### src/rtl/sdec_pkg.sv
package sdec_pkg;
  typedef enum logic {POL_HIGH = 1'b0, POL_LOW = 1'b1} pol_e;
endpackage

### src/rtl/addr_hold.sv
module addr_hold #(
  parameter int W = 4
) (
  input  logic         clk,
  input  logic         rst,
  input  logic         load,
  input  logic [W-1:0] d,
  output logic [W-1:0] eff
);
  logic [W-1:0] held_q;

  always_ff @(posedge clk) begin
    if (rst)       held_q <= '0;
    else if (load) held_q <= d;
  end

  // transparent while load is high, held value otherwise
  assign eff = load ? d : held_q;
endmodule

### src/rtl/line_decode.sv
module line_decode #(
  parameter int W = 4,
  localparam int N = 1 << W
) (
  input  logic [W-1:0] addr,
  output logic [N-1:0] hot
);
  for (genvar i = 0; i < N; i++) begin : g_line
    assign hot[i] = (addr == W'(i));
  end
endmodule

### src/rtl/out_stage.sv
module out_stage #(
  parameter int N = 16,
  parameter sdec_pkg::pol_e POL = sdec_pkg::POL_HIGH
) (
  input  logic [N-1:0] hot,
  input  logic         inh,
  output logic [N-1:0] sel
);
  logic [N-1:0] gated;
  assign gated = hot & {N{~inh}};

  if (POL == sdec_pkg::POL_LOW) begin : g_low
    assign sel = ~gated;
  end else begin : g_high
    assign sel = gated;
  end
endmodule

### src/rtl/strobe_decoder.sv
module strobe_decoder #(
  parameter int ADDR_W = 4,
  parameter sdec_pkg::pol_e POL = sdec_pkg::POL_HIGH,
  localparam int LINES = 1 << ADDR_W
) (
  input  logic              clk,
  input  logic              rst,
  input  logic [ADDR_W-1:0] addr_in,
  input  logic              stb,
  input  logic              inh,
  output logic [LINES-1:0]  sel_out
);
  logic [ADDR_W-1:0] addr_eff;
  logic [LINES-1:0]  hot;

  addr_hold #(.W(ADDR_W)) u_hold (
    .clk (clk), .rst (rst), .load (stb), .d (addr_in), .eff (addr_eff)
  );

  line_decode #(.W(ADDR_W)) u_dec (
    .addr (addr_eff), .hot (hot)
  );

  out_stage #(.N(LINES), .POL(POL)) u_out (
    .hot (hot), .inh (inh), .sel (sel_out)
  );
endmodule

### config.mk
export PLATFORM = sky130hd
export DESIGN_NAME = strobe_decoder
export DESIGN_NICKNAME = d
export VERILOG_FILES = /design/src/rtl/sdec_pkg.sv /design/src/rtl/addr_hold.sv /design/src/rtl/line_decode.sv /design/src/rtl/out_stage.sv /design/src/rtl/strobe_decoder.sv
export SDC_FILE = /design/constraint.sdc
export NUM_CORES = 1
export LEC_CHECK = 0
export ABC_AREA = 1
export BUFFER_PORTS_ARGS = -buffer_cell sky130_fd_sc_hd__buf_2
export CAP_MARGIN = 20
export CORE_AREA = 2 2 39 41
export DETAILED_ROUTE_END_ITERATION = 10
export DIE_AREA = 0 0 41 43
export PLACE_DENSITY = 0.61
export SLEW_MARGIN = 15
export SYNTH_ARGS = -nofsm -noshare
export SYNTH_HDL_FRONTEND = slang
export SYNTH_SLANG_ARGS = --single-unit
export TNS_END_PERCENT = 100
### constraint.sdc
create_clock -name clk -period 1.1 [get_ports clk]
set_input_delay 0.165 -clock clk [delete_from_list [all_inputs] [get_ports clk]]
set_output_delay 0.165 -clock clk [all_outputs]
set_load 0.02 [all_outputs]
Yosys cells after proc, flatten, opt, wreduce, memory -nomap -nowiden
Index checks and enable logic that the tools add are counted.
- register bits: 4
- bits in latches: 0
- RAM bits: 0
- memory bits (read-only): 0
- input port bits: 8
- output and inout port bits: 16
- logic and storage cells: 20
- memories: 0
- add/sub/neg operators: 0
- multipliers: 0
- divide/modulo/power cells: 0
- magnitude comparators: 0
- equality and inequality tests: 15
- shift operators: 0
- muxes and demuxes: 1
- bitwise operators: 2
- reductions and logical operators: 1
- operators by type and width (kind ; number):
    4-bit == test (second input constant) ; 8
    16-bit bitwise AND ; 1
    4-bit by 3-bit == test with 1-bit output (second input constant) ; 4
    4-bit by 2-bit == test with 1-bit output (second input constant) ; 2
    4-bit by 1-bit == test with 1-bit output (second input constant) ; 1
    4-bit zero test ; 1
    4-bit two-way mux ; 1
    1-bit inverter ; 1

Logic depth before layout (Yosys ltp)
- depth after elaboration: 3
- gate-level depth with buffers: 7
- depth with buffers taken out: 6

Hierarchy
Synthesis repeated with hierarchy kept, for this count alone.
- cells, all modules: 95
- area total of the unflattened synthesis: 450.4 µm²
- modules (own cells, without submodules) (module ; instances ; cells an instance ; area an instance (µm²) ; sequential area each (µm²)):
    addr_hold ; 1 ; 33 ; 191.4 ; 80.1
    out_stage ; 1 ; 34 ; 153.9 ; 0.0
    line_decode ; 1 ; 28 ; 105.1 ; 0.0

Least setup slack after synthesis
Ideal clock, no wire load.
- path type: in2out
- start: input stb
- end: output sel_out[0]
- arrival: 0.886 ns
- data required time: 0.935 ns
- setup slack: 0.049 ns
- cell stages on the path: 6
- buffers on the path: 1
- cells stage by stage: buf_6 > nand2_1 > nand2_4 > inv_4 > nand2_2 > nor2_1
- word-level cells in the longest chain between the ends: 3
- RTL lines (element ; RTL line ; source):
    from (decl) ; strobe_decoder.sv:9 ; input logic stb,
    4-bit two-way mux ; addr_hold.sv:18 ; assign eff = load ? d : held_q;
    4-bit zero test ; line_decode.sv:9 ; assign hot[i] = (addr == W'(i));
    16-bit bitwise AND ; out_stage.sv:10 ; assign gated = hot & {N{~inh}};
    to (decl) ; strobe_decoder.sv:11 ; output logic [LINES-1:0] sel_out
No other way between the ends.

Worst setup path after layout
- start: register u_hold.held_q[1]
- end: output sel_out[0]
- word-level cells in the longest chain between the ends: 3
- RTL lines (element ; RTL line ; source):
    from (decl) ; addr_hold.sv:10 ; logic [W-1:0] held_q;
    from (signal assigned) ; addr_hold.sv:13 ; if (rst) held_q <= '0;
    from (signal assigned) ; addr_hold.sv:14 ; else if (load) held_q <= d;
    4-bit two-way mux ; addr_hold.sv:18 ;
    4-bit zero test ; line_decode.sv:9 ;
    16-bit bitwise AND ; out_stage.sv:10 ;
No other way between the ends.

==> results.txt <==
Status: finished, violations left
Failing checks: negative setup slack
CP max FO: 4
Ant. Diodes: 0
Row count: 14
Vias in the first global route: 409
Max Buffers Root-to-Sink: 2
Top post-synthesis cells by count: nor2_1, nand2_1, nand2_2
TritonCTS clock tree: yes
Total track usage: 12.65%
Initial Util: 28.03%
Largest cells by area after synthesis: dfxtp_1, nor2_1, nand2_2, nand3_2, nand2_1
Die Y-Extent: 43 µm
GRT met2 Usage: 21.88%
PD cells: 799.4 nW/µm²
Ports: 24
Vias/cell: 4.380
Drt first-iter violations: 1
Most flops, register: u_hold.held_q
Nets: 102
Netlist Area Pre-Place: 387.9 µm²
Highest Clock Rate: 770.4 MHz
Unrepaired setup endpoints after global routing: true
Net Count, Synth: 68
Met3 Use GR: 3.665%
Leak: 0.3424 nW
Placed insts: 102
Die ar.: 1763 µm²
Initial antenna violation count: 0
Port-buffer cells: 23
Final Max Slew Viols: 0
Crit path launch type: flip-flop
Ys async rst share: 0%
Area leader, netlist: dfxtp_1
Busiest layer in global routing: met2
Maximum vdd ir drop: 0.0004109 V
Tmin final: 1.298 ns
Vias: 473
Root Driver: clkbuf_4
WL final: 1.085 mm
Critical Path AT: 1.13 ns
Least-Margin Pin Slew: 0.3070 ns
Critical path required time: 0.94 ns
Worst min-delay path class: in2reg
Clock skew: 0 ns
RePlAce Congestion: 0.7525
Avg Cell Area, Syn: 6.465 µm²
Main synth FF type: dfxtp_1
Critical setup path kind: reg2out
Max reg flops: 4
Yosys warns: 0
Fin crit share: 118.0%
Die width: 41 µm
First-pass GRT wire length: 1.511 mm
Slowest CP cell: dfxtp_1
Hold Fails Final Rpt: 0
Synthesis-to-layout area growth: 83.23%
Seq/Total Area, Yosys: 20.65%
Final Setup Violations: 16
Setup_tns: -2.821 ns
Largest regs: u_hold.held_q (4)
Global route overflow: 0
Post-synth EDFFs: 0
Crit-path cells: inv_1 -> nand2_1 -> nand2_2 -> nand3_4 -> nor2_2 -> buf_6
WL per Instance: 10.05 µm
Syn Inst Count: 60
Antenna viol nets, final: 0
Power Total: 0.5681 mW
Yosys cell types: 12
Yosys reg bits: 4
Cell with the most instances after synthesis: nor2_1
Share of Yosys cell area claimed by the top area cell type: 20.65%
Core ar.: 1384 µm²
H-tree depth: 1
Relative slew margins: 79.51%
Clock Sink Count: 4
Max Cap Violations: 0
CTS buffer count: 3
Final worst slack: -0.1979 ns
Detail Placement HPWL: 788.5 µm
Worst-Skew Late Latency: 0.23 ns
CP Capture Type: output pin
Post-route DRC: 0
Met1 Use GR: 11.90%
Non-Filler Instances: 108
Worst R2R Path Depth: 6
Critical path's largest stage delay: 0.30 ns
Ratio of cells with drive above 1 in the final layout: 68.48%
Clk slew on worst S/H paths: 0.04 ns
Pre-antenna DRT Iters: 2
Hold path depth: 2
Largest net degree at the start of global routing: 9
==> per-stage QoR <==
stage | hold WS [ns] | utilization, % | cell area, µm² | setup WS (ns)
6_report | 0.1252 | 51.36 | 710.7 | -0.1979
5_1_grt | 0.1206 | 51.36 | 710.7 | -0.2618
4_1_cts | 0.1142 | 45.93 | 635.6 | -0.1914
3_5_place_dp | 0.3787 | 39.15 | 541.8 | -0.06215
3_3_place_gp | 0.3699 | 39.15 | 541.8 | -0.04278
2_1_floorplan | 0.2370 | - | 387.9 | 0.04856
==> cell type report <==
cell class / count / area, µm²
Clock buffer: 3 / 22.52
Multi-Input combinational cell: 47 / 319.1
Inverter: 8 / 40.04
Timing Repair Buffer: 30 / 226.5
Sequential cell: 4 / 82.58
Fill cell: 148 / 673.1
Tap cell: 16 / 20.02
==> cells by family after synthesis <==
group / synth area share [%]
buf+inv: 13.23
flops: 20.65
simple gates: 59.68
compound gates: 6.453
==> where the power goes <==
group,internal (mW),switching (mW)
clock network,0.122,0.0602
registers,0.157,0.00522
logic,0.0925,0.131
==> timing repair <==
action	CTS	global route
endpoints found under the setup margin	16	16
endpoints found under the hold margin	0	0
pin swaps	4	5
buffers inserted	2	1
gates resized for setup	20	19
hold buffers	0	0
==> critical path: cells and delay by family (launching register included) <==
kind,cells,cell delay [ns]
and+or+nand+nor,4,0.43
DFF,1,0.30
buffers and inverters,2,0.17
==> cells in the final DEF (no fill, tap or decap), drive strengths merged <==
master,count
inv,8
nand3,4
clkbuf,3
nor2,20
buf,30
o21ai,2
dfxtp,4
nand2,21
==> metal layers <==
metal  part of all wire [%]  vias up
met2                     59       17
met1                     36      211
met5                      0        -
met3                    5.3        0
li1                       -      245
met4                      0        0
==> final timing paths <==
kind / slack [ns] / start / endpoint
worst max-delay path: -0.20 / u_hold.held_q[1]$_SDFF_PP0_ / sel_out[0]
worst min-delay path: 0.13 / rst / u_hold.held_q[2]$_SDFF_PP0_
worst max register to register: 0.18 / u_hold.held_q[1]$_SDFF_PP0_ / u_hold.held_q[1]$_SDFF_PP0_
worst min register to register: 0.67 / u_hold.held_q[3]$_SDFF_PP0_ / u_hold.held_q[3]$_SDFF_PP0_
(Power assumes the default switching activity.)
